`config.mk`:
```
export PLATFORM = sky130hd
export DESIGN_NAME = lock_combo
export DESIGN_NICKNAME = d
export VERILOG_FILES = /design/src/rtl/lock_pkg.sv /design/src/rtl/lock_datapath.sv /design/src/rtl/lock_control.sv /design/src/rtl/lock_combo.sv
export SDC_FILE = /design/constraint.sdc
export NUM_CORES = 1
export LEC_CHECK = 0
export BUFFER_PORTS_ARGS = -buffer_cell sky130_fd_sc_hd__buf_2
export CORE_MARGIN = 8
export CORE_UTILIZATION = 53
export CTS_CLUSTER_SIZE = 25
export DETAILED_ROUTE_END_ITERATION = 16
export PLACE_DENSITY = 0.76
export RECOVER_POWER = 50
export SLEW_MARGIN = 30
export SYNTH_ARGS = -nofsm -noshare
export SYNTH_HDL_FRONTEND = slang
export SYNTH_SLANG_ARGS = --single-unit
```
`constraint.sdc`:
```
create_clock -name clk -period 2.9 [get_ports clk]
set_clock_uncertainty 0.15 [all_clocks]
set_input_delay 0.87 -clock clk [delete_from_list [all_inputs] [get_ports clk]]
set_output_delay 0.87 -clock clk [all_outputs]
set_load 0.1 [all_outputs]
```
`src/rtl/lock_pkg.sv`:
```
package lock_pkg;
  localparam int DIGIT_W  = 4;
  localparam int CODE_LEN = 3;
  localparam int SEL_W    = $clog2(CODE_LEN);

  typedef enum logic [2:0] {
    ST_POS0  = 3'd0,
    ST_POS1  = 3'd1,
    ST_POS2  = 3'd2,
    ST_OPEN  = 3'd3,
    ST_FAULT = 3'd4
  } lockState_t;

  typedef struct packed {
    logic [SEL_W-1:0] sel;
    logic             cmpEn;
  } lockCtrl_t;
endpackage

```
`src/rtl/lock_datapath.sv`:
```
module lock_datapath
  import lock_pkg::*;
#(
  parameter int DW = DIGIT_W,
  parameter int NC = CODE_LEN,
  parameter int SW = SEL_W
) (
  input  logic          clk,
  input  logic          rst,
  input  logic [NC-1:0] loadCode,
  input  logic [DW-1:0] codeIn,
  input  logic [DW-1:0] digitIn,
  input  lockCtrl_t     ctrl,
  output logic          digitMatch
);
  logic [DW-1:0] codeQ [NC];
  logic [DW-1:0] codeSel;

  for (genvar g = 0; g < NC; g++) begin : gCode
    always_ff @(posedge clk) begin
      if (loadCode[g]) codeQ[g] <= codeIn;
    end

    // a strobed write lands; an unstrobed register holds
    a_r7_load_lands: assert property (@(posedge clk) disable iff (rst)
      loadCode[g] |=> codeQ[g] == $past(codeIn));
    a_r7_hold_unloaded: assert property (@(posedge clk)
      !loadCode[g] |=> $stable(codeQ[g]));
  end

  always_comb begin
    codeSel = '0;
    for (int i = 0; i < NC; i++) begin
      if (ctrl.sel == i[SW-1:0]) codeSel = codeQ[i];
    end
  end

  assign digitMatch = (digitIn == codeSel);
endmodule

```
`src/rtl/lock_control.sv`:
```
module lock_control
  import lock_pkg::*;
(
  input  logic      clk,
  input  logic      rst,
  input  logic      digitValid,
  input  logic      digitMatch,
  output lockCtrl_t ctrl,
  output logic      openQ
);
  lockState_t state, stateNext;
  logic inEntry;

  assign inEntry = (state == ST_POS0) || (state == ST_POS1) || (state == ST_POS2);

  always_comb begin
    ctrl.cmpEn = inEntry && digitValid;
    unique case (state)
      ST_POS1: ctrl.sel = SEL_W'(1);
      ST_POS2: ctrl.sel = SEL_W'(2);
      default: ctrl.sel = SEL_W'(0);
    endcase
  end

  always_comb begin
    stateNext = state;
    if (ctrl.cmpEn) begin
      if (!digitMatch) begin
        stateNext = ST_FAULT;
      end else begin
        unique case (state)
          ST_POS0: stateNext = ST_POS1;
          ST_POS1: stateNext = ST_POS2;
          default: stateNext = ST_OPEN;
        endcase
      end
    end
  end

  always_ff @(posedge clk) begin
    if (rst) begin
      state <= ST_POS0;
      openQ <= 1'b0;
    end else begin
      state <= stateNext;
      openQ <= (stateNext == ST_OPEN);
    end
  end

  // reset wins over a simultaneous strobe
  a_r1_reset_home: assert property (@(posedge clk)
    rst |=> (state == ST_POS0) && !openQ);
  // no strobe, no move
  a_r3_idle_holds: assert property (@(posedge clk) disable iff (rst)
    !digitValid |=> $stable(state));
  // mismatch in an entry position leads to fault
  a_r4_mismatch_faults: assert property (@(posedge clk) disable iff (rst)
    (inEntry && digitValid && !digitMatch) |=> state == ST_FAULT);
  // fault absorbs
  a_r5_fault_sticky: assert property (@(posedge clk) disable iff (rst)
    (state == ST_FAULT) |=> (state == ST_FAULT) && !openQ);
  // open absorbs
  a_r6_open_sticky: assert property (@(posedge clk) disable iff (rst)
    (state == ST_OPEN) |=> (state == ST_OPEN) && openQ);
endmodule

```
`src/rtl/lock_combo.sv`:
```
module lock_combo
  import lock_pkg::*;
(
  input  logic                clk,
  input  logic                rst,
  input  logic [CODE_LEN-1:0] loadCode,
  input  logic [DIGIT_W-1:0]  codeIn,
  input  logic [DIGIT_W-1:0]  digitIn,
  input  logic                digitValid,
  output logic                isOpen
);
  lockCtrl_t ctrl;
  logic digitMatch;

  lock_datapath uDatapath (
    .clk        (clk),
    .rst        (rst),
    .loadCode   (loadCode),
    .codeIn     (codeIn),
    .digitIn    (digitIn),
    .ctrl       (ctrl),
    .digitMatch (digitMatch)
  );

  lock_control uControl (
    .clk        (clk),
    .rst        (rst),
    .digitValid (digitValid),
    .digitMatch (digitMatch),
    .ctrl       (ctrl),
    .openQ      (isOpen)
  );

  // the lock only opens on a strobed digit
  a_r2_open_on_strobe: assert property (@(posedge clk) disable iff (rst)
    $rose(isOpen) |-> $past(digitValid));
  // output falls only through reset
  a_r9_no_silent_close: assert property (@(posedge clk) disable iff (rst)
    $fell(isOpen) |-> $past(rst));
endmodule

```
==> results by group <==
Floorplanning
  – Row count: 14
  – Die Height: 56.6 um
  – I/O pin count: 15
  – Core ar.: 1520 sq um
  – Initial Util: 57.4%
  – Die X: 56.6 um
  – Die footprint: 3210 sq um

Power and ir drop
  – Sw frac: 24.2%
  – Max rail drop VDD: 0.318 mV
  – Comb power frac: 12.3%
  – Reg power frac: 61.2%
  – NetSw: 0.000108 W
  – Leakage Power: 0.349 nW
  – Clock power frac: 26.5%
  – Power Density: 472 nW/um^2
  – Power Internal: 0.000339 W

Placed design
  – Final GP Congestion: 0.760
  – Pre-CTS WS: 0.378 ns
  – Dpl cell area: 927 sq um
  – Placed Cells: 104
  – I/O Buffers: 14
  – Detail Placement HPWL: 1.13 mm

Clocking
  – Clk_lat worst skew: 0.28 ns
  – Post-cts resize count: 0
  – Post-CTS setup buffer count: 0
  – Depth of the CTS H-tree: 1
  – Clock Sinks: 16
  – CTS hold repair buffers: 0
  – Max clock buf depth: 2
  – TritonCTS buffer count: 3
  – Clk Tree Root Cell: clkbuf_4
  – TritonCTS clock tree: built
  – Clock slew at reported path FFs: 0.09 ns

Worst setup path
  – CP bufs+invs: 0
  – Crit path launch: uControl.state[1]$_SDFF_PP0_
  – Critical Path Fanout Max: 13
  – Worst r2r src: uControl.state[1]$_SDFF_PP0_
  – Startpoint types: register
  – CP top delay family: compound AO/OA/AOI/OAI gates
  – Critical-path cell list: or3b_4 -> o221a_1 -> a32o_1 -> a221oi_2 -> a21oi_1 -> o21a_1
  – Setup crit end kind: register
  – Critical Path AT: 2.39 ns
  – Capturing point of the worst reg2reg path: uControl.state[2]$_SDFF_PP0_
  – WP depth: 6
  – Slowest CP cell: dfxtp_1
  – Critical path endpoint: uControl.state[2]$_SDFF_PP0_
  – Reg2reg setup slack: 0.55 ns
  – Worst path max stage delay: 0.58 ns
  – Worst endpoint required time: 2.93 ns
  – Reg2Reg Depth: 6
  – WS Path Type: reg2reg

Detailed routing
  – Final ANT Viol Nets: 0
  – Via count: 625
  – Drt initial violations: 9
  – Vias/cell: 5.79
  – Wire per inst: 13.6 um
  – Post-route DRC violation count: 0
  – Routed WL: 1.47 mm
  – Drt first pass iters: 4

Min path
  – Hold Path Class: reg2reg

Logic synthesis
  – Syn Area/Cell: 10.9 sq um
  – Cell area after synthesis: 875 sq um
  – Yosys cell types: 30
  – Seq/Total Area, Yosys: 50.4%
  – Synth top area cells: edfxtp_1, dfxtp_1, mux2i_1
  – Post-synth top area share: 41.2%
  – FF+latch count, synth: 16
  – Post-synthesis async set-or-reset flop share: 0%
  – Number of flops mapped to enable cells by yosys: 12
  – Synth warn: 0
  – Mapped Nets: 94
  – Synth Flop Type: edfxtp_1
  – Synth Instances: 80
  – Leading area contributor after synthesis: edfxtp_1

STA
  – Final period util: 81.1%
  – RSZ-0062 raised after global routing: false
  – Final setup vio count: 0
  – Top achievable clock speed: 425 MHz
  – Final Critical Period: 2.35 ns
  – Final hold violation count: 0
  – Final slew viol count: 0
  – Setup TNS: 0 ns
  – Max-slew headroom: 63.4%
  – Worst Hold Slack: 0.454 ns
  – Final WS setup: 0.549 ns
  – Worst Tran Pin Value: 0.548 ns

Finish
  – Most frequent cells in the layout: edfxtp_1, buf_2, nor2_1, mux2i_1, nand2_1
  – Post-route insts no fill: 108
  – Fill cell count: 132
  – # diodes: 0
  – Fin nets: 107
  – Fraction of layout cells with a size suffix above 1: 16.3%
  – Synth-to-Final Area Change: 8.30%
  – Commonest non-fill, non-tap cell in the layout: edfxtp_1
  – Post-route cell area: 947 sq um

Global routing
  – Initial antenna violation count: 0
  – Pin count of the biggest net entering global routing: 15
  – GRT Resource Usage Total: 9.50%
  – Vias in the first global route: 616
  – Global route overflow: 0
  – First-pass GRT wire length: 2.46 mm

Run
  – # Max-Cap Violations: 0

Run status
  – Status: complete, no violations
per-stage QoR:
stage,power (W),utilization [%]
after floorplan,0.000315,-
after global placement,0.000332,60.8
after detailed placement,0.000334,60.8
after CTS,0.000455,62.6
after global routing,0.000468,62.2
final,0.000447,62.2
kinds of logic (layout without fill, tap and decap cells):
kind of cell	after synthesis	after routing	share of synthesized area, %
simple gates	25	25	14.7
buf+inv	8	20	5.15
mux	6	6	6.87
flops	16	16	50.4
compound gates	19	19	16.9
xor+xnor	6	6	6.01
how the worst min path moves through the flow:
stage / slack, ns / to / start / cells after the start
3_3_place_gp: 0.44 / uControl.openQ$_SDFF_PP0_ / uControl.state[0]$_SDFF_PP0_ / 1
3_5_place_dp: 0.44 / uControl.openQ$_SDFF_PP0_ / uControl.state[0]$_SDFF_PP0_ / 1
5_1_grt: 0.49 / uControl.openQ$_SDFF_PP0_ / uControl.state[0]$_SDFF_PP0_ / 1
4_1_cts: 0.46 / uControl.openQ$_SDFF_PP0_ / uControl.state[0]$_SDFF_PP0_ / 1
2_1_floorplan: 0.40 / uControl.openQ$_SDFF_PP0_ / uControl.state[0]$_SDFF_PP0_ / 2
6_report: 0.45 / uControl.openQ$_SDFF_PP0_ / uControl.state[0]$_SDFF_PP0_ / 1
cells in the mapped netlist (2+ instances only):
cell type	count
clkbuf_1	3
nand2_1	6
buf_4	2
dfxtp_1	4
nor2_1	7
o21a_1	2
o221a_1	2
or3_1	2
nand4_1	3
o21ai_0	2
xor2_1	4
nor2b_1	3
xnor2_1	2
edfxtp_1	12
inv_1	2
a21oi_1	5
mux2i_1	6
power by group through the flow:
stage / Clock (W) / Combinational (W) / Sequential [W]
floorplan: 0 / 0.0000416 / 0.000274
global placement: 0 / 0.0000540 / 0.000278
detailed placement: 0 / 0.0000557 / 0.000278
CTS: 0.000125 / 0.0000560 / 0.000273
global route: 0.000130 / 0.0000617 / 0.000276
finish: 0.000118 / 0.0000552 / 0.000273
worst register-to-register path: cells and delay by family (launching register included):
family / cells / cell delay, ns
simple gates: 1 / 0.43
compound gates: 5 / 1.10
flops: 1 / 0.58
cell type report:
| class | count | area [sq um] | share of cell area (%) |
|---|---|---|---|
| Timing Repair Buffer | 14 | 63.8 | 6.74 |
| Tap cell | 16 | 20.0 | 2.11 |
| Clock buffer | 3 | 22.5 | 2.38 |
| Inverter | 2 | 7.51 | 0.793 |
| Clock inverter | 1 | 3.75 | 0.396 |
| Multi-Input combinational cell | 56 | 389 | 41.1 |
| Sequential cell | 16 | 440 | 46.5 |
flip-flops by register name (all words and copies together) (netlist names):
| signal | flops |
|---|---|
| uDatapath.codeQ | 12 |
| uControl.state | 3 |
| uControl.openQ | 1 |
metal layers:
| metal | track usage, % | vias to the layer above | wire [um] |
|---|---|---|---|
| met5 | 0 | - | 0 |
| met4 | 5.15 | 0 | 14 |
| met3 | 4.27 | 2 | 94 |
| met2 | 15.8 | 13 | 722 |
| met1 | 9.62 | 292 | 635 |
| li1 | - | 318 | - |
Power figures use the tool's default switching activity.
